--- config.mk ---
export PLATFORM = sky130hd
export DESIGN_NAME = vme_strobe_bridge
export DESIGN_NICKNAME = d
export VERILOG_FILES = /design/src/rtl/vsb_pkg.sv /design/src/rtl/vsb_sync.sv /design/src/rtl/vsb_qualify.sv /design/src/rtl/vsb_seq.sv /design/src/rtl/vme_strobe_bridge.sv
export SDC_FILE = /design/constraint.sdc
export NUM_CORES = 1
export LEC_CHECK = 0
export BUFFER_PORTS_ARGS = -buffer_cell sky130_fd_sc_hd__buf_2
export CAP_MARGIN = 20
export CORE_MARGIN = 3
export CORE_UTILIZATION = 52
export DETAILED_ROUTE_END_ITERATION = 6
export HOLD_SLACK_MARGIN = 0.05
export PLACE_DENSITY = 0.86
export SYNTH_ARGS = -nofsm -noshare
export SYNTH_HDL_FRONTEND = slang
export SYNTH_HIERARCHICAL = 1
export SYNTH_SLANG_ARGS = --single-unit
--- constraint.sdc ---
create_clock -name clk -period 1.9 [get_ports clk]
set_input_delay 0.19 -clock clk [delete_from_list [all_inputs] [get_ports clk]]
set_output_delay 0.19 -clock clk [all_outputs]
set_load 0.02 [all_outputs]
--- src/rtl/vsb_pkg.sv ---
// Package: shared types of the strobe-qualified bus bridge.
// Assumes: nothing beyond IEEE 1800-2017.
package vsb_pkg;

    // Sequencer states: idle, counting strobe samples, reading, writing,
    // acknowledging, and waiting for a clean strobe release.
    typedef enum logic [2:0] {
        ST_IDLE    = 3'd0,
        ST_QUAL    = 3'd1,
        ST_READ    = 3'd2,
        ST_WRITE   = 3'd3,
        ST_HOLD    = 3'd4,
        ST_RELEASE = 3'd5
    } vsb_state_e;

endpackage

--- src/rtl/vsb_sync.sv ---
// Module: vsb_sync
// A multi-stage flop chain that brings a vector of asynchronous bus lines
// into the local clock domain. Each bit has its own chain.
// Assumes: multi-bit fields are held stable by the bus master while they are
// used, so skew between bits settles before the strobe qualifies.
module vsb_sync #(
    parameter int          W       = 8,
    parameter int          STAGES  = 2,
    parameter logic [W-1:0] RST_VAL = '0
) (
    input  logic         clk,
    input  logic         rst_n,
    input  logic [W-1:0] d_async,
    output logic [W-1:0] q_sync
);

    logic [W-1:0] chain [STAGES];

    generate
        for (genvar s = 0; s < STAGES; s++) begin : g_stage
            if (s == 0) begin : g_first
                // first stage: capture the raw asynchronous input
                always_ff @(posedge clk) begin
                    if (!rst_n) chain[0] <= RST_VAL;
                    else        chain[0] <= d_async;
                end
            end else begin : g_next
                // later stages: pass the value one flop further
                always_ff @(posedge clk) begin
                    if (!rst_n) chain[s] <= RST_VAL;
                    else        chain[s] <= chain[s-1];
                end
            end
        end
    endgenerate

    assign q_sync = chain[STAGES-1];

endmodule

--- src/rtl/vsb_qualify.sv ---
// Module: vsb_qualify
// Counts consecutive synchronized samples in which the strobe is low and the
// address matches. Raises done combinationally on the sample that completes
// QUAL_CYC of them. Any break in the run clears the count.
// Assumes: arm is high only while the sequencer is free to start an access.
module vsb_qualify #(
    parameter int QUAL_CYC = 10
) (
    input  logic clk,
    input  logic rst_n,
    input  logic arm,
    input  logic low,
    output logic done
);

    localparam int CW = $clog2(QUAL_CYC + 1);
    localparam logic [CW-1:0] LAST = CW'(QUAL_CYC - 1);

    logic [CW-1:0] cnt;

    // done fires on the sample that completes the required run
    assign done = arm && low && (cnt == LAST);

    // run-length counter of qualifying samples
    always_ff @(posedge clk) begin
        if (!rst_n)                    cnt <= '0;
        else if (!arm || !low || done) cnt <= '0;
        else                           cnt <= cnt + 1'b1;
    end

    // a sample without a low, matching strobe empties the count
    a_r2_run_resets: assert property (@(posedge clk) disable iff (!rst_n)
        !low |=> (cnt == '0));

    // done is only reached once the count has climbed to its last value
    a_r2_done_needs_run: assert property (@(posedge clk) disable iff (!rst_n)
        (QUAL_CYC > 1 && done) |-> $past(arm && low));

endmodule

--- src/rtl/vsb_seq.sv ---
// Module: vsb_seq
// Access sequencer. It starts a read or a write when qualification completes,
// times a fixed-length read, holds the acknowledge and the read data until
// the strobe is released, and then requires a run of high strobe samples
// before it re-arms.
// Assumes: inputs are already synchronized. addr_s and wdata_s are stable
// when qual_done fires. per_rdata is valid in the last read clock.
module vsb_seq
    import vsb_pkg::*;
#(
    parameter int AW      = 16,
    parameter int DW      = 16,
    parameter int RD_CYC  = 4,
    parameter int REL_CYC = 2
) (
    input  logic          clk,
    input  logic          rst_n,
    input  logic          strb_low,
    input  logic          wr_sel,
    input  logic          qual_done,
    input  logic          qual_low,
    input  logic [AW-1:0] addr_s,
    input  logic [DW-1:0] wdata_s,
    input  logic [DW-1:0] per_rdata,
    output logic          arm,
    output logic [AW-1:0] per_addr,
    output logic [DW-1:0] per_wdata,
    output logic          per_wr,
    output logic          per_rd,
    output logic          bus_ack,
    output logic          bus_rdata_oe,
    output logic [DW-1:0] bus_rdata
);

    localparam int RW = $clog2(RD_CYC + 1);
    localparam int LW = $clog2(REL_CYC + 1);
    localparam logic [RW-1:0] RD_LAST  = RW'(RD_CYC - 1);
    localparam logic [LW-1:0] REL_LAST = LW'(REL_CYC - 1);

    vsb_state_e     state;
    logic [RW-1:0]  rcnt;
    logic [LW-1:0]  relcnt;
    logic           is_wr;
    logic [AW-1:0]  addr_q;
    logic [DW-1:0]  wdata_q;
    logic [DW-1:0]  rdata_q;

    // qualification may run only while no access is under way
    assign arm = (state == ST_IDLE) || (state == ST_QUAL);

    // state sequencing and access timing
    always_ff @(posedge clk) begin
        if (!rst_n) begin
            state  <= ST_IDLE;
            rcnt   <= '0;
            relcnt <= '0;
            is_wr  <= 1'b0;
        end else begin
            case (state)
                ST_IDLE, ST_QUAL: begin
                    if (qual_done) begin
                        is_wr <= wr_sel;
                        rcnt  <= '0;
                        state <= wr_sel ? ST_WRITE : ST_READ;
                    end else if (qual_low) begin
                        state <= ST_QUAL;
                    end else begin
                        state <= ST_IDLE;
                    end
                end
                ST_READ: begin
                    if (rcnt == RD_LAST) state <= ST_HOLD;
                    else                 rcnt  <= rcnt + 1'b1;
                end
                ST_WRITE: begin
                    state <= ST_HOLD;
                end
                ST_HOLD: begin
                    if (!strb_low) begin
                        relcnt <= '0;
                        state  <= ST_RELEASE;
                    end
                end
                ST_RELEASE: begin
                    if (strb_low)                relcnt <= '0;
                    else if (relcnt == REL_LAST) state  <= ST_IDLE;
                    else                         relcnt <= relcnt + 1'b1;
                end
                default: state <= ST_IDLE;
            endcase
        end
    end

    // address and write data are captured on the qualifying sample
    always_ff @(posedge clk) begin
        if (!rst_n) begin
            addr_q  <= '0;
            wdata_q <= '0;
        end else if (arm && qual_done) begin
            addr_q  <= addr_s;
            wdata_q <= wdata_s;
        end
    end

    // read data is latched in the final read clock
    always_ff @(posedge clk) begin
        if (!rst_n)                                  rdata_q <= '0;
        else if (state == ST_READ && rcnt == RD_LAST) rdata_q <= per_rdata;
    end

    // outputs are decoded from registered state only
    always_comb begin
        per_addr     = addr_q;
        per_wdata    = wdata_q;
        per_rd       = (state == ST_READ);
        per_wr       = (state == ST_WRITE);
        bus_ack      = (state == ST_HOLD);
        bus_rdata_oe = (state == ST_HOLD) && !is_wr;
        bus_rdata    = rdata_q;
    end

    // a read keeps going until its count is used up, whatever the strobe
    a_r3_read_fixed_len: assert property (@(posedge clk) disable iff (!rst_n)
        (state == ST_READ && rcnt != RD_LAST) |=> (state == ST_READ));

    // read data does not move while it is being driven
    a_r4_rdata_stable: assert property (@(posedge clk) disable iff (!rst_n)
        (bus_rdata_oe && $past(bus_rdata_oe)) |-> $stable(bus_rdata));

    // the write pulse lasts a single clock
    a_r5_wr_single: assert property (@(posedge clk) disable iff (!rst_n)
        per_wr |=> !per_wr);

    // a released strobe seen in the acknowledge state drops ack next clock
    a_r6_ack_drop: assert property (@(posedge clk) disable iff (!rst_n)
        (bus_ack && !strb_low) |=> !bus_ack);

    // a new access can start only from the armed states
    a_r7_access_from_arm: assert property (@(posedge clk) disable iff (!rst_n)
        $rose(per_rd || per_wr) |-> ($past(state) == ST_IDLE || $past(state) == ST_QUAL));

    // the release window is left only after a high strobe sample
    a_r7_release_needs_high: assert property (@(posedge clk) disable iff (!rst_n)
        (state == ST_RELEASE && strb_low) |=> (state == ST_RELEASE));

endmodule

--- src/rtl/vme_strobe_bridge.sv ---
// Module: vme_strobe_bridge (top)
// Bridges an asynchronous strobe-timed bus slave to a synchronous peripheral
// register port. A synchronizer feeds a strobe qualifier and an access
// sequencer.
// Assumes: the local clock is fast enough that QUAL_CYC samples span the
// minimum legal strobe width. Bus fields are stable while the strobe is low.
module vme_strobe_bridge #(
    parameter int AW       = 16,
    parameter int DW       = 16,
    parameter int SYNC_STG = 2,
    parameter int QUAL_CYC = 10,
    parameter int RD_CYC   = 4,
    parameter int REL_CYC  = 2
) (
    input  logic          clk,
    input  logic          rst_n,
    input  logic          bus_strb_n,
    input  logic          bus_wr_n,
    input  logic          bus_sel,
    input  logic [AW-1:0] bus_addr,
    input  logic [DW-1:0] bus_wdata,
    output logic [DW-1:0] bus_rdata,
    output logic          bus_rdata_oe,
    output logic          bus_ack,
    output logic [AW-1:0] per_addr,
    output logic [DW-1:0] per_wdata,
    output logic          per_wr,
    output logic          per_rd,
    input  logic [DW-1:0] per_rdata
);

    localparam int SW = 3 + AW + DW;
    localparam logic [SW-1:0] SYNC_RST = {1'b1, 1'b1, 1'b0, {(AW + DW){1'b0}}};

    logic [SW-1:0] raw_vec;
    logic [SW-1:0] syn_vec;
    logic          strb_n_s;
    logic          wr_n_s;
    logic          sel_s;
    logic [AW-1:0] addr_s;
    logic [DW-1:0] wdata_s;
    logic          qual_low;
    logic          qual_done;
    logic          arm;

    // pack the asynchronous lines into one vector for synchronization
    assign raw_vec = {bus_strb_n, bus_wr_n, bus_sel, bus_addr, bus_wdata};

    vsb_sync #(
        .W       (SW),
        .STAGES  (SYNC_STG),
        .RST_VAL (SYNC_RST)
    ) u_sync (
        .clk     (clk),
        .rst_n   (rst_n),
        .d_async (raw_vec),
        .q_sync  (syn_vec)
    );

    // unpack the synchronized fields
    assign {strb_n_s, wr_n_s, sel_s, addr_s, wdata_s} = syn_vec;

    // a sample counts toward qualification only when the address matches
    assign qual_low = !strb_n_s && sel_s;

    vsb_qualify #(
        .QUAL_CYC (QUAL_CYC)
    ) u_qual (
        .clk   (clk),
        .rst_n (rst_n),
        .arm   (arm),
        .low   (qual_low),
        .done  (qual_done)
    );

    vsb_seq #(
        .AW      (AW),
        .DW      (DW),
        .RD_CYC  (RD_CYC),
        .REL_CYC (REL_CYC)
    ) u_seq (
        .clk          (clk),
        .rst_n        (rst_n),
        .strb_low     (!strb_n_s),
        .wr_sel       (!wr_n_s),
        .qual_done    (qual_done),
        .qual_low     (qual_low),
        .addr_s       (addr_s),
        .wdata_s      (wdata_s),
        .per_rdata    (per_rdata),
        .arm          (arm),
        .per_addr     (per_addr),
        .per_wdata    (per_wdata),
        .per_wr       (per_wr),
        .per_rd       (per_rd),
        .bus_ack      (bus_ack),
        .bus_rdata_oe (bus_rdata_oe),
        .bus_rdata    (bus_rdata)
    );

    // with the match flag low nothing is acknowledged from idle
    a_r9_no_ack_unselected: assert property (@(posedge clk) disable iff (!rst_n)
        (arm && !sel_s) |=> !(per_rd || per_wr));

    // immediately after reset no output is active
    a_r1_reset_quiet: assert property (@(posedge clk)
        !rst_n |=> !(bus_ack || bus_rdata_oe || per_rd || per_wr));

endmodule

==> impl.org <==
** Outcome
- The run finished with clean final reports.

** STA
- Worst slew pin tran :: 0.703 ns
- Hold timing on the final database bottoms out at a slack of 0.205 ns.
- Of the available clock period, the critical path in the final layout requires 95.8%.
- Counting I/O delays and the setup requirement, the final critical path takes 1.82 ns.
- Setup repair after global routing left no endpoint under its margin.
- Clock Skews :: 0.00816 ns
- Adding up every negative setup slack in the final design gives 0 ns.
- Peak clock frequency supported by timing :: 549 MHz
- The number of endpoints with negative hold slack in the final report is 0.
- Setup slack on the critical path of the routed design comes to 0.0801 ns.
- Headroom to the max-slew limit came out at 53.1%.
- Setup violations remaining at the end of the flow were counted as 0.
- Max-slew violation count :: 0

** Pwr
- For this design the ratio of total power to cell area is 1010 nW/µm².
- Sum of internal, switching and leakage power :: 6100 µW
- The worst-case IR drop observed on VDD is 0.853 mV.
- In this run the static leakage power is 0.00259 µW.

** Routing
- In the routed design, unresolved DRC markers number 0.
- The first routing iteration left 119 violations.
- Routed WL per cell :: 13.2 µm
- Overall via count from detail_route :: 3367
- Total detailed-routing wirelength :: 9340 µm
- Dividing the detail-routed via count by the number of cells gives 4.76.
- The first detailed-routing pass took 4 iterations.
- Number of nets with antenna violations after detailed routing :: 0

** GRT
- Antenna violations before repair :: 0
- Global-route wire length before repair :: 15200 µm
- Via count of the first global-routing pass :: 3393
- Global-route met1 utilization :: 20.5%
- Met3 layer usage reported by global route :: 6.71%
- Entering global routing, the biggest net connects 84 pins.
- Global routing consumed, over all layers together, 20.1% of the routing resources.
- The total overflow left after global routing is 0.
- Grt met2 use :: 36.1%
- After global routing, the most crowded layer is met2.

** Synthesis
- After synthesis, the share of cell area in mux cells is 0.710%.
- After synthesis, the largest family of logic cells by area is simple AND/OR/NAND/NOR gates.
- Count of flip-flops with a built-in enable after synthesis :: 0
- The number of nets handed over by synthesis was 497.
- Post-synth cell types :: 42
- Most frequent cell after synthesis :: sky130_fd_sc_hd__dfxtp_1
- The synthesized design devotes to its leading area cell type 59.5% of total area.
- Cell type with the highest aggregate area in the netlist :: sky130_fd_sc_hd__dfxtp_1
- Async set-reset flop share out of synthesis :: 0%
- Predominant post-synthesis flop cell :: sky130_fd_sc_hd__dfxtp_1
- A synthesized cell averages 10.0 µm².
- Yosys warning count :: 6
- After Yosys synthesis, and, or, nand and nor cells account for 24.5% of the synthesized area.
- Xor and xnor area share after synthesis :: 0.398%
- Sequential element share of the synthesized area :: 59.5%
- Synthesis handed over a netlist of 439 instances.
- Cell area after technology mapping :: 4410 µm²
- Post-synthesis sequential element count :: 131
- Post-synth top cells :: sky130_fd_sc_hd__dfxtp_1 (131), sky130_fd_sc_hd__nand2_1 (85), sky130_fd_sc_hd__and2_1 (67), sky130_fd_sc_hd__a21boi_0 (19)
- Top cells by area, synth :: sky130_fd_sc_hd__dfxtp_1 (60%), sky130_fd_sc_hd__and2_1 (9.5%), sky130_fd_sc_hd__nand2_1 (7.2%), sky130_fd_sc_hd__a21boi_0 (3.2%), sky130_fd_sc_hd__a21boi_1 (2.4%)
- Adder and majority gate portion of the synthesized area :: 1.42%
- Post-synthesis compound-gate area fraction :: 9.09%

** Min path
- The worst hold path begins at rst_n.
- The path with the worst hold slack has its endpoint at u_sync/chain[0][34].
- Along the worst hold path, the cell count comes to 2.
- Worst hold-check path type :: input port to flip-flop

** Worst setup path
- Max FO, Critical Path :: 9
- Logic depth of the worst register-to-register path :: 7
- CP startpoint kind :: flip-flop
- CP Data Arrival Time :: 1.63 ns
- Critical path endpoint category :: primary output
- The worst setup path is of the flip-flop to primary output kind.
- Critical path cell sequence :: buf_6 > or2b_4 > nor3_1 > buf_2
- Setup slack on the worst reg-to-reg path comes out at 0.15 ns.
- Critical path's largest stage delay :: 0.37 ns
- Critical R2R Launch :: u_qual/cnt[0]
- On the critical path, the stage with the largest delay is an instance of sky130_fd_sc_hd__dfxtp_1.
- For the worst setup path, the data required time is 1.71 ns.
- In this run the critical register-to-register path is captured at u_seq/per_addr[1].

** Die
- For this design the top-level I/O count stands at 105.
- Floorplan die area :: 9610 µm²
- The floorplan step set the die height to 98.0 µm.
- Measured along the x axis, the die boundary spans 98.0 µm.
- The floorplan has 32 rows.
- Area of the placeable core :: 7970 µm²
- Initial cell density of the core :: 55.3%

** Layout
- Of the cells placed in the final design, the portion with a size suffix greater than 1 is 25.8%.
- Relative to the synthesized area, the layout overhead comes to 37.7%.
- After the last flow step, the layout net total stands at 650.
- For this run, the share of the core covered by cells in the final layout is 76.1%.
- Number of diodes :: 0

** Clock network
- Clock slew seen by the registers of the worst setup and hold paths :: 0.06 ns
- Inserted Clock Buffers :: 17
- The clock tree synthesis step divided the H-tree into 4 levels.
- Clock tree synthesis selected as its root buffer the cell sky130_fd_sc_hd__clkbuf_8.
- The clock net in this run drives a total of 131 sinks.
- Setup fix buffers added after clock tree synthesis :: 0
- Largest buffer count on any clock path :: 2
- The clock reaches the later pin of the worst-skew pair after 0.51 ns.
- TritonCTS clock tree :: built

** Placed design
- Count of buffers from port buffering :: 104
- Final RePlAce weighted congestion :: 0.706
- Prior to clock tree synthesis, the placed netlist has a worst setup slack of 0.111 ns.
- Detailed placement ended at an HPWL of 5480 µm.

** Flow run
- The tool flagged a number of max-cap violations equal to 0.
[final cells by class]
class                           instances  area (µm²)
Clock inverter                         13         123
Inverter                                7        26.3
Multi-Input combinational cell        273        1600
Sequential cell                       131        2620
Fill cell                             512        1900
Timing Repair Buffer                  162        1120
Tap cell                              102         128
Clock buffer                           19         442
[metrics by stage]
step	cell area, µm²	cells
after global routing	6070	707
after CTS	6040	707
after floorplan	4410	439
after global placement	4970	624
final	6070	707
after detailed placement	4970	624
[cell usage in the layout, fill, tap and decap left out, drive strengths merged, types with 5 or more instances in the layout]
| cell | synthesis | routed |
|---|---|---|
| buf | 14 | 111 |
| nand3 | 17 | 17 |
| ha | 5 | 5 |
| o21ai | 17 | 17 |
| dfxtp | 131 | 131 |
| inv | 7 | 12 |
| clkbuf | 14 | 19 |
| a21boi | 33 | 33 |
| and2 | 67 | 67 |
| dlygate4sd3 | 0 | 51 |
| nor2 | 13 | 13 |
| nand2b | 5 | 5 |
| nand2 | 85 | 85 |
[layer usage]
layer  share of wire (%)  wire length (µm)
met4                 2.9               272
met2                  53              4970
met5                   0                 0
met3                 4.4               412
met1                  39              3690
[kinds of logic after synthesis]
kind of cell             Yosys count
buffers and inverters             35
XOR/XNOR                           2
AND/OR/NAND/NOR                  206
multiplexers                       3
AO/OA/AOI/OAI                     57
flip-flops                       131
adder cells (fa/ha/maj)            5
[sequential cells by signal, summed over array words and instances, names as in the netlist]
signal	count
u_seq/is_wr	1
u_seq/per_addr	16
u_seq/bus_rdata	16
u_seq/relcnt	2
u_seq/per_wdata	16
u_sync/chain	70
u_seq/state	3
u_qual/cnt	4
u_seq/rcnt	3
[how the worst max path moves through the flow]
stage                   start           endpoint  slack (ns)  cells past startpoint
3_5_place_dp    u_seq/rcnt[0]      u_seq/rcnt[1]        0.11                      5
5_1_grt         u_qual/cnt[0]  u_seq/per_addr[3]       0.005                      7
3_3_place_gp    u_qual/cnt[0]      u_seq/rcnt[2]        0.24                      7
2_1_floorplan  u_seq/state[1]  u_seq/per_addr[0]        0.22                      9
4_1_cts        u_seq/state[2]       bus_rdata_oe        0.07                      4
6_report       u_seq/state[2]       bus_rdata_oe        0.08                      4
[where the power goes]
group	internal [µW]	switching [µW]
combinational	156	85.3
sequential	2820	16.7
clock	1820	1210
[what timing repair did]
item | CTS | global route
hold buffers | 51 | 0
setup endpoints to repair | 0 | 5
hold endpoints to repair | 51 | 0
gates resized for setup | 0 | 6
[worst max-delay path, delay by kind of cell, from the launching register on]
family,cells,cell delay [ns]
buffers and inverters,2,0.35
and+or+nand+nor,2,0.41
DFF,1,0.37
Power figures use the tool's default switching activity.
